$ cat config.mk
export PLATFORM = sky130hd
export DESIGN_NAME = linecard_pwr_ctl
export DESIGN_NICKNAME = d
export VERILOG_FILES = /design/src/rtl/lcp_pkg.sv /design/src/rtl/lcp_frame_watch.sv /design/src/rtl/lcp_en_sched.sv /design/src/rtl/lcp_status_cap.sv /design/src/rtl/lcp_cfg_regs.sv /design/src/rtl/linecard_pwr_ctl.sv
export SDC_FILE = /design/constraint.sdc
export NUM_CORES = 1
export LEC_CHECK = 0
export ABC_AREA = 1
export BUFFER_PORTS_ARGS = -buffer_cell sky130_fd_sc_hd__buf_4
export CAP_MARGIN = 20
export CORE_MARGIN = 4
export CORE_UTILIZATION = 36
export CTS_CLUSTER_DIAMETER = 150
export DETAILED_ROUTE_END_ITERATION = 16
export SLEW_MARGIN = 30
export SYNTH_ARGS = -nofsm -noshare
export SYNTH_HDL_FRONTEND = slang
export SYNTH_SLANG_ARGS = --single-unit
export TNS_END_PERCENT = 5
$ cat constraint.sdc
create_clock -name clk -period 1.51 [get_ports clk]
set_input_delay 0.302 -clock clk [delete_from_list [all_inputs] [get_ports clk]]
set_output_delay 0.302 -clock clk [all_outputs]
set_load 0.005 [all_outputs]
$ cat src/rtl/lcp_pkg.sv
package lcp_pkg;

  // cycle of the frame position counter at which channel ch is strobed
  function automatic int pulse_pos(int ch, int base, int step);
    return base + ch * step;
  endfunction

  // attenuation given in tenths of a dB, converted to 0.5 dB steps
  function automatic int half_db_steps(int tenths);
    return tenths / 5;
  endfunction

  function automatic int width_for(int n);
    return (n <= 2) ? 1 : $clog2(n);
  endfunction

  // read-word bit positions of a channel's supervision and thermal bits
  function automatic int sup_bit(int ch, int nch);
    return 2 * nch - 1 - 2 * ch;
  endfunction

  function automatic int thr_bit(int ch, int nch);
    return 2 * nch - 2 - 2 * ch;
  endfunction

endpackage

$ cat src/rtl/lcp_frame_watch.sv
module lcp_frame_watch import lcp_pkg::*; #(
  parameter int FRAME_CYC   = 16,
  parameter int LOSS_FRAMES = 4,
  localparam int POS_W      = width_for(FRAME_CYC),
  localparam int MISS_W     = width_for(LOSS_FRAMES + 1)
) (
  input  logic             clk,
  input  logic             rst_n,
  input  logic             fsync_i,
  output logic [POS_W-1:0] pos_o,
  output logic             pd_o
);

  logic [POS_W-1:0]  pos_q;
  logic [MISS_W-1:0] miss_q;
  logic              pd_q;
  logic              frame_end;
  logic              miss_sat;
  logic              last_miss;

  assign frame_end = (pos_q == POS_W'(FRAME_CYC - 1));
  assign miss_sat  = (miss_q == MISS_W'(LOSS_FRAMES));
  assign last_miss = (miss_q == MISS_W'(LOSS_FRAMES - 1));

  always_ff @(posedge clk or negedge rst_n) begin
    if (!rst_n) begin
      pos_q  <= '0;
      miss_q <= MISS_W'(LOSS_FRAMES);
      pd_q   <= 1'b1;
    end else if (fsync_i) begin
      pos_q  <= '0;
      miss_q <= '0;
      pd_q   <= 1'b0;
    end else if (frame_end) begin
      pos_q <= '0;
      if (!miss_sat) miss_q <= miss_q + 1'b1;
      if (last_miss) pd_q <= 1'b1;
    end else begin
      pos_q <= pos_q + 1'b1;
    end
  end

  assign pos_o = pos_q;
  assign pd_o  = pd_q;


  miss_bound_chk: assert property (@(posedge clk) disable iff (!rst_n)
    miss_q <= MISS_W'(LOSS_FRAMES));


  pd_rise_chk: assert property (@(posedge clk) disable iff (!rst_n)
    $rose(pd_q) |-> miss_sat);


  sync_wake_chk: assert property (@(posedge clk) disable iff (!rst_n)
    fsync_i |=> !pd_q);


  wake_cause_chk: assert property (@(posedge clk) disable iff (!rst_n)
    $fell(pd_q) |-> $past(fsync_i));

endmodule

$ cat src/rtl/lcp_en_sched.sv
module lcp_en_sched import lcp_pkg::*; #(
  parameter int NCH     = 4,
  parameter int POS_W   = 4,
  parameter int EN_BASE = 2,
  parameter int EN_STEP = 2
) (
  input  logic             clk,
  input  logic             rst_n,
  input  logic [POS_W-1:0] pos_i,
  input  logic             pd_i,
  output logic [NCH-1:0]   en_n_o
);

  logic [NCH-1:0] hit;
  logic [NCH-1:0] en_n_q;

  for (genvar k = 0; k < NCH; k++) begin : g_hit
    assign hit[k] = (pos_i == POS_W'(pulse_pos(k, EN_BASE, EN_STEP)));


    pulse_width_chk: assert property (@(posedge clk) disable iff (!rst_n)
      !en_n_q[k] |=> en_n_q[k]);
  end

  always_ff @(posedge clk or negedge rst_n) begin
    if (!rst_n) en_n_q <= '1;
    else        en_n_q <= ~(hit & {NCH{~pd_i}});
  end

  assign en_n_o = en_n_q;


  pd_quiet_chk: assert property (@(posedge clk) disable iff (!rst_n)
    pd_i |=> (&en_n_q));


  one_pulse_chk: assert property (@(posedge clk) disable iff (!rst_n)
    $onehot0(~en_n_q));

endmodule

$ cat src/rtl/lcp_status_cap.sv
module lcp_status_cap import lcp_pkg::*; #(
  parameter int NCH = 4,
  localparam int WW = 2 * NCH
) (
  input  logic           clk,
  input  logic           rst_n,
  input  logic [NCH-1:0] en_n_i,
  input  logic [1:0]     sts_i,
  input  logic           cs_i,
  output logic [WW-1:0]  rd_word_o
);

  logic [NCH-1:0]       cap_evt;
  logic [NCH-1:0][1:0]  cap_q;
  logic [NCH-1:0]       fresh_q;
  logic [WW-1:0]        word_now;
  logic [WW-1:0]        rd_q;

  assign cap_evt = ~en_n_i;

  always_comb begin
    word_now = '0;
    for (int n = 0; n < NCH; n++) begin
      word_now[sup_bit(n, NCH)] = fresh_q[n] & cap_q[n][1];
      word_now[thr_bit(n, NCH)] = fresh_q[n] & cap_q[n][0];
    end
  end

  always_ff @(posedge clk or negedge rst_n) begin
    if (!rst_n) begin
      cap_q   <= '0;
      fresh_q <= '0;
      rd_q    <= '0;
    end else begin
      if (cs_i) rd_q <= word_now;
      for (int n = 0; n < NCH; n++) begin
        if (cap_evt[n]) begin
          cap_q[n]   <= sts_i;
          fresh_q[n] <= 1'b1;
        end else if (cs_i) begin
          fresh_q[n] <= 1'b0;
        end
      end
    end
  end

  assign rd_word_o = rd_q;


  cs_clear_chk: assert property (@(posedge clk) disable iff (!rst_n)
    cs_i |=> ((fresh_q & ~$past(cap_evt)) == '0));


  capture_fresh_chk: assert property (@(posedge clk) disable iff (!rst_n)
    (|cap_evt) |=> ((fresh_q & $past(cap_evt)) == $past(cap_evt)));


  rd_hold_chk: assert property (@(posedge clk) disable iff (!rst_n)
    !cs_i |=> $stable(rd_q));

endmodule

$ cat src/rtl/lcp_cfg_regs.sv
module lcp_cfg_regs import lcp_pkg::*; #(
  parameter int NCH        = 4,
  parameter int TS_W       = 5,
  parameter int RLY_W      = 2,
  parameter int MODE_W     = 2,
  parameter int GAIN_W     = 4,
  parameter int ATT_TENTHS = 35,
  parameter int ADDR_W     = 4,
  parameter int DATA_W     = 8,
  localparam int RLY_TOT   = NCH * RLY_W,
  localparam int MODE_TOT  = NCH * MODE_W,
  localparam int TS_BASE   = 4
) (
  input  logic                  clk,
  input  logic                  rst_n,
  input  logic                  wr_en_i,
  input  logic [ADDR_W-1:0]     wr_addr_i,
  input  logic [DATA_W-1:0]     wr_data_i,
  output logic [NCH-1:0]        stby_o,
  output logic [NCH*TS_W-1:0]   tslot_o,
  output logic [RLY_TOT-1:0]    relay_o,
  output logic [MODE_TOT-1:0]   mode_o,
  output logic [GAIN_W-1:0]     gain_o
);

  localparam logic [GAIN_W-1:0] GAIN_RST = GAIN_W'(half_db_steps(ATT_TENTHS));

  logic [NCH-1:0]            stby_q;
  logic [NCH-1:0][TS_W-1:0]  ts_q;
  logic [RLY_TOT-1:0]        relay_q;
  logic [MODE_TOT-1:0]       mode_q;
  logic [GAIN_W-1:0]         gain_q;

  always_ff @(posedge clk or negedge rst_n) begin
    if (!rst_n) begin
      stby_q  <= '0;
      relay_q <= '0;
      mode_q  <= '0;
      gain_q  <= GAIN_RST;
      for (int n = 0; n < NCH; n++) ts_q[n] <= TS_W'(n);
    end else if (wr_en_i) begin
      if (wr_addr_i == ADDR_W'(0)) stby_q  <= wr_data_i[NCH-1:0];
      if (wr_addr_i == ADDR_W'(1)) relay_q <= wr_data_i[RLY_TOT-1:0];
      if (wr_addr_i == ADDR_W'(2)) mode_q  <= wr_data_i[MODE_TOT-1:0];
      if (wr_addr_i == ADDR_W'(3)) gain_q  <= wr_data_i[GAIN_W-1:0];
      for (int n = 0; n < NCH; n++)
        if (wr_addr_i == ADDR_W'(TS_BASE + n)) ts_q[n] <= wr_data_i[TS_W-1:0];
    end
  end

  assign stby_o  = stby_q;
  assign tslot_o = ts_q;
  assign relay_o = relay_q;
  assign mode_o  = mode_q;
  assign gain_o  = gain_q;


  ignored_addr_chk: assert property (@(posedge clk) disable iff (!rst_n)
    (wr_en_i && (wr_addr_i >= ADDR_W'(TS_BASE + NCH))) |=>
      ($stable(stby_q) && $stable(ts_q) && $stable(relay_q) &&
       $stable(mode_q) && $stable(gain_q)));

endmodule

$ cat src/rtl/linecard_pwr_ctl.sv
module linecard_pwr_ctl import lcp_pkg::*; #(
  parameter int NCH         = 4,
  parameter int FRAME_CYC   = 16,
  parameter int LOSS_FRAMES = 4,
  parameter int EN_BASE     = 2,
  parameter int EN_STEP     = 2,
  parameter int TS_W        = 5,
  parameter int RLY_W       = 2,
  parameter int MODE_W      = 2,
  parameter int GAIN_W      = 4,
  parameter int ATT_TENTHS  = 35,
  parameter int ADDR_W      = 4,
  parameter int DATA_W      = 8,
  localparam int POS_W      = width_for(FRAME_CYC)
) (
  input  logic                     clk,
  input  logic                     rst_n,
  input  logic                     fsync_i,
  input  logic                     cs_i,
  input  logic [1:0]               sts_i,
  input  logic                     wr_en_i,
  input  logic [ADDR_W-1:0]        wr_addr_i,
  input  logic [DATA_W-1:0]        wr_data_i,
  output logic [NCH-1:0]           en_n_o,
  output logic                     pd_o,
  output logic [NCH-1:0]           chan_off_o,
  output logic [2*NCH-1:0]         rd_word_o,
  output logic [NCH*TS_W-1:0]      tslot_o,
  output logic [NCH*RLY_W-1:0]     relay_o,
  output logic [NCH*MODE_W-1:0]    mode_o,
  output logic [GAIN_W-1:0]        rx_gain_o
);

  logic [POS_W-1:0] frame_pos;
  logic             pd_state;
  logic [NCH-1:0]   en_n;
  logic [NCH-1:0]   stby;

  lcp_frame_watch #(
    .FRAME_CYC  (FRAME_CYC),
    .LOSS_FRAMES(LOSS_FRAMES)
  ) u_watch (
    .clk    (clk),
    .rst_n  (rst_n),
    .fsync_i(fsync_i),
    .pos_o  (frame_pos),
    .pd_o   (pd_state)
  );

  lcp_en_sched #(
    .NCH    (NCH),
    .POS_W  (POS_W),
    .EN_BASE(EN_BASE),
    .EN_STEP(EN_STEP)
  ) u_sched (
    .clk   (clk),
    .rst_n (rst_n),
    .pos_i (frame_pos),
    .pd_i  (pd_state),
    .en_n_o(en_n)
  );

  lcp_status_cap #(
    .NCH(NCH)
  ) u_status (
    .clk      (clk),
    .rst_n    (rst_n),
    .en_n_i   (en_n),
    .sts_i    (sts_i),
    .cs_i     (cs_i),
    .rd_word_o(rd_word_o)
  );

  lcp_cfg_regs #(
    .NCH       (NCH),
    .TS_W      (TS_W),
    .RLY_W     (RLY_W),
    .MODE_W    (MODE_W),
    .GAIN_W    (GAIN_W),
    .ATT_TENTHS(ATT_TENTHS),
    .ADDR_W    (ADDR_W),
    .DATA_W    (DATA_W)
  ) u_cfg (
    .clk      (clk),
    .rst_n    (rst_n),
    .wr_en_i  (wr_en_i),
    .wr_addr_i(wr_addr_i),
    .wr_data_i(wr_data_i),
    .stby_o   (stby),
    .tslot_o  (tslot_o),
    .relay_o  (relay_o),
    .mode_o   (mode_o),
    .gain_o   (rx_gain_o)
  );

  assign en_n_o     = en_n;
  assign pd_o       = pd_state;
  assign chan_off_o = stby | {NCH{pd_state}};

endmodule

==> results of run 1 <==
[Yosys cell counts (all sizes together) (2+ instances only)]
cell type	number	area (µm²)
dfrtp	63	1580
nand4	16	100
nor2	18	100
ha	6	75.1
nand3	25	153
o21ai	20	100
nand2	143	537
a21oi	2	10.0
clkbuf	6	22.5
buf	3	17.5
inv	31	116
dfstp	13	342
or2	4	25.0
[worst reg2reg max path, stage by stage, from the launching register on]
cell	delay (ps)
dfrtp_1	420
ha_1	230
nand3_1	90
nand2_1	170
nand2_1	120
nand2_1	70
nand2_1	40
[cells by family after synthesis]
| group | Yosys count | share of synthesized area, % |
|---|---|---|
| AOI/OAI and AO/OA | 22 | 3.46 |
| buffers and inverters | 40 | 4.91 |
| xor gates and xnor gates | 1 | 0.275 |
| DFF | 76 | 60.3 |
| adders and majority gates | 6 | 2.36 |
| and+or+nand+nor | 206 | 28.7 |
[state kept, by name, indices dropped and copies added (netlist names)]
name / cells
u_cfg.mode_o: 8
u_watch.pos_o: 4
u_cfg.stby_o: 4
u_watch.pd_o: 1
u_cfg.gain_o: 4
u_status.fresh_q: 4
u_cfg.relay_o: 8
u_cfg.tslot_o: 20
u_sched.en_n_o: 4
u_status.rd_word_o: 8
u_watch.miss_q: 3
u_status.cap_q: 8
[where the power goes]
part | switching (mW) | internal [mW] | leakage (nW)
clock | 0.753 | 0.857 | 0.102
combinational | 0.464 | 0.534 | 1.06
sequential | 0.229 | 2.43 | 0.948
[through the flow]
step / power, mW / setup WS, ps / util (%)
finish: 5.26 / 40.5 / 47.1
global route: 5.62 / -5.23 / 47.1
CTS: 5.35 / 22.6 / 47.1
detailed placement: 3.71 / 265 / 44.6
global placement: 3.68 / 303 / 44.6
floorplan: 3.07 / 398 / -
[per-layer routing]
metal	share of wire (%)	wire, µm	global-route usage [%]	vias up
met1	46	3330	20.0	1186
met2	48	3510	22.9	50
met5	0	0	0	-
li1	-	-	-	1277
met3	4.0	293	2.59	13
met4	2.4	175	6.66	0
[cell usage in the layout, fill, tap and decap left out, types with 3 or more instances in the layout]
master,n
buf_4,76
clkbuf_8,11
dfrtp_1,63
dfstp_2,13
ha_1,6
inv_1,28
inv_2,3
nand2_1,143
nand3_1,21
nand3_2,3
nand4_1,16
nor2_1,11
nor2_2,4
nor2_4,3
o21ai_0,20
or2_2,3
[worst max-delay path by stage]
stage                                  start                       endpoint  cells after the start
2_1_floorplan  u_watch.miss_q[0]$_DFFE_PN0P_  u_watch.miss_q[2]$_DFFE_PN1P_                      5
3_3_place_gp                         wr_en_i  u_cfg.tslot_o[16]$_DFFE_PN1P_                      5
3_5_place_dp      u_watch.pos_o[1]$_DFF_PN0_  u_watch.miss_q[1]$_DFFE_PN0P_                      6
4_1_cts          u_cfg.stby_o[0]$_DFFE_PN0P_                  chan_off_o[0]                      2
5_1_grt             u_watch.pd_o$_DFFE_PN1P_                  chan_off_o[2]                      2
6_report            u_watch.pd_o$_DFFE_PN1P_                  chan_off_o[2]                      2
[layout make-up]
type	instances	area [µm²]	area share (%)
Tap cell	108	135	3.30
Clock inverter	5	58.8	1.44
Clock buffer	11	151	3.70
Multi-Input combinational cell	235	1110	27.2
Sequential cell	76	1920	46.9
Timing Repair Buffer	78	601	14.7
Inverter	31	116	2.84
[repair_timing]
action | in CTS | in global routing
endpoints found under the setup margin | 0 | 1
resized for setup | 0 | 1
endpoints found under the hold margin | 57 | 0
hold buffers | 1 | 0
==> flow_summary_export.csv, run 1 <==
group,metric,value,unit
floorplan,ios,76,
place,place_inst,527,
floorplan,dieArea,0.0104,mm²
critical_path,rrSetupSlack,270,ps
timing,final_max_slew_viol_count,0,
grt,grt_pass1_vias,2490,
critical_path,required,1210,ps
critical_path,criticalPathCategory,"reg2out",
drt,ant_nets,0,
timing,totalNegativeSetupSlack,0,ps
cts,cts_buffers,9,
critical_path,path_cells,"or2_2 > buf_4",
layout,drive_gt1_share,28.4,%
power_and_ir_drop,leakagePower,2.11,nW
critical_path,path_buf_inv,1,
drt,drtIter0Drc,104,
cts,clockBufferDepth,2,
drt,post_drt_via_cell_ratio,4.64,
synth,syn_area,0.00318,mm²
drt,avgRoutedWirePerCell,13.4,µm
power_and_ir_drop,irDropWorstVdd,0.000553,V
cts,cts.clk_slew.worst_paths,80,ps
timing,slew_headroom,73.4,%
cts,post-cts-setup-buffer-count,0,
min_path,hold_depth,2,
drt,drtPass1Iterations,4,
power_and_ir_drop,cellPowerDensity,1290,mW/mm²
drt,drc_errors,0,
cts,cts_tree,"done",
synth,syn_nets,376,
grt,grt_use_total,14.7,%
floorplan,row_count,34,
place,port_buffers,75,
layout,syn_to_final_growth,28.5,%
timing,fin_skew,13.1,ps
synth,ys_seq_elements,76,
layout,diodes,0,
place,dp_hpwl,5120,µm
synth,synth_ff_type,"dfrtp_1",
grt,grt_pass1_wl,11900,µm
critical_path,crit_family,"flip-flops",
critical_path,worst_path_largest_cell_delay,400,ps
critical_path,cp-start-kind,"register",
critical_path,cp_slowest_cell,"dfstp_2",
floorplan,core,0.00868,mm²
synth,syn-instance-count,351,
synth,synthArstFlopShare,100,%
synth,ys_seq_area_share,60.3,%
place,placed_cell_area,0.00387,mm²
timing,hold_violations,0,
layout,fin_area,0.00409,mm²
min_path,hold_class,"in2reg",
cts,ctsRootBufferMaster,"clkbuf_8",
layout,layout.cells.non_filler,544,
run,maxCapViolations,0,
floorplan,fp.dieW,102,µm
critical_path,r2r-end,"u_watch.miss_q[0]$_DFFE_PN0P_",
outcome,outcome,"completed",
cts,h-tree-depth,3,
min_path,min_to,"u_watch.pd_o$_DFFE_PN1P_",
timing,max_freq,681,MHz
critical_path,cp_max_fo,6,
grt,grt-ovfl-total,0,
timing,worst_pin_slew,399,ps
grt,grt_max_degree,77,
min_path,min-delay-start,"fsync_i",
timing,fin_crit_sh,97.3,%
cts,numClockSinks,76,
synth,yosysUniqueCellTypes,20,
synth,ys.warnings.count,0,
timing,hold_slack,128,ps
floorplan,die_h,102,µm
place,place.gp.congestion,0.783,
timing,period_minus_slack,1470,ps
critical_path,r2r_start,"u_watch.pos_o[0]$_DFF_PN0_",
critical_path,worstPathArrival,1170,ps
critical_path,r2r_cells,6,
synth,synth_edf_count,0,
synth,syn_area_per_cell,9.07,µm²
floorplan,initial_utilization,36.7,%
layout,n_fill_cell,898,
layout,nets,456,
timing,finalSetupViolCount,0,
drt,num_vias,2526,
cts,insertion_delay,340,ps
drt,drt_wl_total,7320,µm
critical_path,endpoint_kind,"output pin",
grt,grt_antenna_before_repair,0,
No activity file was read; power rests on OpenSTA's default activity.
==> run 2, diff against run 1 <==
--- a/config.mk
+++ b/config.mk
@@ -8,6 +8,7 @@
 export ABC_AREA = 1
 export BUFFER_PORTS_ARGS = -buffer_cell sky130_fd_sc_hd__buf_4
 export CAP_MARGIN = 20
+export CORE_ASPECT_RATIO = 0.6
 export CORE_MARGIN = 4
 export CORE_UTILIZATION = 36
 export CTS_CLUSTER_DIAMETER = 150
==> flow_summary_export.csv, run 2 (synthesized netlist as in run 1, its figures left out) <==
group,metric,value,unit
timing,fin_skew,4.45,ps
floorplan,core,0.00856,mm²
floorplan,row_count,26,
drt,num_vias,2538,
drt,drtPass1Iterations,4,
drt,ant_nets,0,
cts,post-cts-setup-buffer-count,0,
cts,cts.clk_slew.worst_paths,60,ps
timing,worst_pin_slew,424,ps
cts,ctsRootBufferMaster,"clkbuf_16",
outcome,violations,"hold timing",
cts,cts_buffers,9,
timing,totalNegativeSetupSlack,0,ps
grt,grt_pass1_wl,12900,µm
floorplan,dieArea,0.0105,mm²
cts,numClockSinks,76,
grt,grt_pass1_vias,2572,
layout,syn_to_final_growth,33.2,%
grt,grt-ovfl-total,0,
layout,largest_reg_flops,20,
critical_path,criticalPathCategory,"reg2out",
floorplan,ios,76,
drt,drtIter0Drc,138,
timing,slew_headroom,71.7,%
place,place.gp.congestion,0.780,
critical_path,cp-start-kind,"register",
drt,drt_wl_total,7700,µm
timing,max_freq,700,MHz
run,maxCapViolations,0,
layout,diodes,0,
layout,layout_common_cells,"143 x nand2_1, 77 x buf_4, 63 x dfrtp_1",
place,pre_cts_slack,280,ps
timing,final_max_slew_viol_count,0,
power_and_ir_drop,irDropWorstVdd,0.000681,V
drt,drc_errors,0,
grt,grt_antenna_before_repair,0,
critical_path,required,1210,ps
grt,grt_max_degree,77,
critical_path,worstPathArrival,1130,ps
layout,nets,456,
place,dp_hpwl,5520,µm
cts,h-tree-depth,3,
timing,hold_violations,20,
drt,post_drt_via_cell_ratio,4.63,
layout,final_common_cell,"nand2_1",
place,port_buffers,75,
outcome,outcome,"finished, violations left",
cts,cts_hold_buf,0,
drt,avgRoutedWirePerCell,14.0,µm
floorplan,fp.dieW,129,µm
critical_path,cp_max_fo,6,
floorplan,die_h,80.8,µm
critical_path,endpoint_kind,"output pin",
cts,cts_tree,"done",
floorplan,initial_utilization,37.2,%
cts,insertion_delay,330,ps
timing,finalSetupViolCount,0,
timing,period_minus_slack,1430,ps
timing,hold_slack,-37.1,ps
timing,fin_crit_sh,94.6,%
cts,postCtsResizedCells,0,
cts,clockBufferDepth,2,
grt,grt_use_total,15.9,%
min_path,hold_class,"in2async",
power_and_ir_drop,leakagePower,2.18,nW
timing,setup_ws,81.1,ps
layout,drive_gt1_share,28.2,%
power_and_ir_drop,cellPowerDensity,1470,mW/mm²
timing,rsz0062_at_grt,"false",
==> run 2: metal layers <==
| metal | track usage [%] | routed length, µm | up-vias |
|---|---|---|---|
| met5 | 0 | 0 | - |
| met4 | 4.40 | 83 | 0 |
| met3 | 5.39 | 551 | 7 |
| met2 | 23.6 | 3320 | 66 |
| met1 | 22.2 | 3740 | 1198 |
| li1 | - | - | 1267 |
==> run 2: where the power goes <==
group | internal (mW) | leakage (nW) | switching (mW)
logic | 0.530 | 1.06 | 0.469
clock network | 1.78 | 0.174 | 0.789
registers | 2.43 | 0.948 | 0.239
total | 4.74 | 2.18 | 1.50
==> run 2: cell type report <==
cell class                 count  area, µm²
fill                         842       4320
sequential                    76       1920
multi-input combinational    235       1110
timing repair buffer          78        598
clock buffer                  11        233
tap                          112        140
clock inverter                 5        125
inverter                      31        116
==> run 2: worst max-delay path, stage by stage, from the launching register on <==
cell     delay [ps]
dfstp_2         380
or2_2           290
buf_4           140
==> run 2: path summary, 6_finish.rpt <==
kind	from	endpoint	slack, ps	depth (start not counted)
max	u_watch.pd_o$_DFFE_PN1P_	chan_off_o[1]	80	2
min	rst_n	u_cfg.relay_o[7]$_DFFE_PN0P_	-40	2
max reg2reg	u_watch.pos_o[1]$_DFF_PN0_	u_watch.miss_q[1]$_DFFE_PN0P_	290	6
min reg2reg	u_cfg.gain_o[0]$_DFFE_PN1P_	u_cfg.gain_o[0]$_DFFE_PN1P_	460	2
max in group asynchronous	rst_n	u_watch.miss_q[2]$_DFFE_PN1P_	1150	2
min in group clk	fsync_i	u_watch.pd_o$_DFFE_PN1P_	150	2
==> run 2: stage by stage <==
| stage | power, mW | hold WS (ps) | cells | area (µm²) | util, % |
|---|---|---|---|---|---|
| 3_3_place_gp | 3.69 | 354 | 532 | 3880 | 45.4 |
| 6_report | 6.24 | -37.1 | 548 | 4240 | 49.5 |
| 5_1_grt | 6.59 | 17.4 | 548 | 4240 | 49.5 |
| 4_1_cts | 6.34 | 1.79 | 548 | 4240 | 49.5 |
| 3_5_place_dp | 3.72 | 359 | 532 | 3880 | 45.4 |
| 2_1_floorplan | 3.07 | 6.41 | 351 | 3180 | - |
==> run 3, diff against run 2 <==
--- a/config.mk
+++ b/config.mk
@@ -6,7 +6,7 @@
 export NUM_CORES = 1
 export LEC_CHECK = 0
 export ABC_AREA = 1
-export BUFFER_PORTS_ARGS = -buffer_cell sky130_fd_sc_hd__buf_4
+export BUFFER_PORTS_ARGS = -buffer_cell sky130_fd_sc_hd__clkbuf_2
 export CAP_MARGIN = 20
 export CORE_ASPECT_RATIO = 0.6
 export CORE_MARGIN = 4
@@ -16,5 +16,6 @@
 export SLEW_MARGIN = 30
 export SYNTH_ARGS = -nofsm -noshare
 export SYNTH_HDL_FRONTEND = slang
+export SYNTH_HIERARCHICAL = 1
 export SYNTH_SLANG_ARGS = --single-unit
 export TNS_END_PERCENT = 5
==> flow_summary_export.csv, run 3 <==
group,metric,value,unit
drt,ant_nets,0,
grt,grt_antenna_before_repair,0,
synth,ys.warnings.count,6,
timing,setup_ws,112,ps
synth,syn-instance-count,376,
floorplan,fp.dieW,132,µm
power_and_ir_drop,cellPowerDensity,1350,mW/mm²
synth,ys_seq_elements,76,
drt,num_vias,2698,
place,place.gp.congestion,0.731,
place,placed_cell_area,0.00382,mm²
synth,post-synth-top-area-fraction,47.6,%
cts,h-tree-depth,3,
timing,period_minus_slack,1400,ps
cts,cts_buffers,9,
grt,grt-ovfl-total,0,
cts,insertion_delay,320,ps
cts,ctsRootBufferMaster,"clkbuf_16",
timing,max_freq,715,MHz
cts,postCtsResizedCells,0,
critical_path,endpoint_kind,"output pin",
synth,yosys-top-cells-count,"160 x nand2_1, 63 x dfrtp_1, 33 x inv_1, 23 x nand3_1, 22 x nand4_1",
place,dp_hpwl,5680,µm
floorplan,initial_utilization,38.0,%
cts,cts.clk_slew.worst_paths,50,ps
grt,grt_pass1_vias,2576,
power_and_ir_drop,leakagePower,2.25,nW
synth,syn_area_per_cell,8.80,µm²
grt,grt-busiest-layer,"met1",
layout,final_common_cell,"nand2_1",
floorplan,row_count,26,
synth,syn_nets,399,
drt,drc_errors,0,
layout,fin_area,0.00410,mm²
timing,final_max_slew_viol_count,0,
cts,cts_tree,"done",
layout,nets,481,
layout,layout_common_cells,"160 x nand2_1, 74 x clkbuf_2, 63 x dfrtp_1",
synth,synthTopCellsByArea,"dfrtp_1 48%, nand2_1 18%, dfstp_2 10%, nand4_1 4.2%, inv_1 3.7%",
drt,avgRoutedWirePerCell,13.6,µm
timing,rsz0062_at_grt,"false",
outcome,outcome,"completed",
timing,totalNegativeSetupSlack,0,ps
critical_path,worstPathArrival,1100,ps
synth,synth_top_area_cell,"dfrtp_1",
layout,n_fill_cell,841,
timing,fin_crit_sh,92.6,%
synth,yosysUniqueCellTypes,23,
place,port_buffers,75,
drt,drt_wl_total,7830,µm
synth,yosysMostFrequentCell,"nand2_1",
floorplan,core,0.00872,mm²
synth,synthArstFlopShare,100,%
grt,grt_max_degree,49,
place,pre_cts_slack,199,ps
layout,diodes,0,
synth,ys_seq_area_share,57.9,%
grt,gr-usage-met1,23.2,%
layout,syn_to_final_growth,23.9,%
timing,fin_skew,4.20,ps
layout,largest_reg_flops,20,
timing,hold_violations,0,
place,place_inst,558,
timing,finalSetupViolCount,0,
critical_path,criticalPathCategory,"reg2out",
layout,layout.cells.non_filler,575,
power_and_ir_drop,irDropWorstVdd,0.000686,V
floorplan,dieArea,0.0108,mm²
layout,drive_gt1_share,27.9,%
critical_path,rrSetupSlack,310,ps
grt,use_met3,4.96,%
min_path,hold_class,"in2reg",
cts,clockBufferDepth,2,
critical_path,required,1210,ps
floorplan,die_h,82.3,µm
drt,post_drt_via_cell_ratio,4.69,
synth,syn_area,0.00331,mm²
timing,worst_pin_slew,359,ps
synth,synth_ff_type,"dfrtp_1",
grt,grt_use_total,15.5,%
grt,met2_usage,21.9,%
grt,grt_pass1_wl,13200,µm
synth,synth_edf_count,0,
floorplan,ios,76,
critical_path,cp_max_fo,5,
drt,drtPass1Iterations,4,
run,maxCapViolations,0,
drt,drtIter0Drc,255,
timing,slew_headroom,76.0,%
critical_path,cp-start-kind,"register",
timing,hold_slack,202,ps
cts,numClockSinks,76,
==> run 3: kinds of logic (layout without fill, tap and decap cells) <==
| group | after synthesis | after routing | synth area share (%) |
|---|---|---|---|
| buffers and inverters | 49 | 136 | 6.46 |
| AOI/OAI and AO/OA | 14 | 14 | 2.87 |
| and+or+nand+nor | 233 | 233 | 31.2 |
| adders and majority gates | 4 | 4 | 1.51 |
| DFF | 76 | 76 | 57.9 |
==> run 3: worst paths after layout <==
check | cells past startpoint | from | endpoint
min in group asynchronous | 3 | rst_n | u_status/cap_q[1]$_DFFE_PN0N_
min | 2 | fsync_i | u_watch/pd_o$_DFFE_PN1P_
min reg2reg | 2 | u_cfg/gain_o[2]$_DFFE_PN1P_ | u_cfg/gain_o[2]$_DFFE_PN1P_
max in group asynchronous | 3 | rst_n | u_cfg/gain_o[2]$_DFFE_PN1P_
max | 3 | u_watch/pd_o$_DFFE_PN1P_ | chan_off_o[1]
max reg2reg | 6 | u_watch/pos_o[0]$_DFF_PN0_ | u_watch/miss_q[1]$_DFFE_PN0P_
==> run 3: power breakdown <==
| group | switching [mW] | internal, mW | total, mW | leakage, nW |
|---|---|---|---|---|
| registers | 0.234 | 2.44 | 2.67 | 0.941 |
| logic | 0.515 | 0.421 | 0.935 | 1.18 |
| clock network | 0.791 | 1.15 | 1.94 | 0.129 |
| total | 1.54 | 4.01 | 5.55 | 2.25 |
==> run 3: worst max-delay path, stage by stage (launching register included) <==
cell and delay, ps:
dfstp_2 570, inv_2 60, nand2_1 50, clkbuf_2 100
==> run 3: repair_timing <==
item | 4_1_cts | 5_1_grt
hold buffers | 1 | 0
endpoints found under the hold margin | 42 | 0
endpoints found under the setup margin | 0 | 0
buffers inserted | 0 | 0
==> run 3: final cells by class <==
cell class / count / area (µm²) / share of cell area (%)
multi-input combinational: 251 / 1180 / 28.7
inverter: 37 / 141 / 3.45
timing repair buffer: 83 / 453 / 11.0
sequential: 76 / 1920 / 46.8
clock buffer: 12 / 246 / 6.01
clock inverter: 4 / 25.0 / 0.610
tap: 112 / 140 / 3.42
==> run 3: stage by stage <==
step	power (mW)	utilization, %
floorplan	3.14	-
global placement	3.63	43.8
detailed placement	3.65	43.8
CTS	5.63	47.1
global route	5.93	47.1
finish	5.55	47.1
==> run 3: layer usage <==
layer / part of all wire, % / wire, µm / vias up
met1: 52 / 4110 / 1269
met4: 0.54 / 42 / 0
met5: 0 / 0 / -
met3: 6.9 / 541 / 5
li1: - / - / 1350
met2: 40 / 3140 / 74
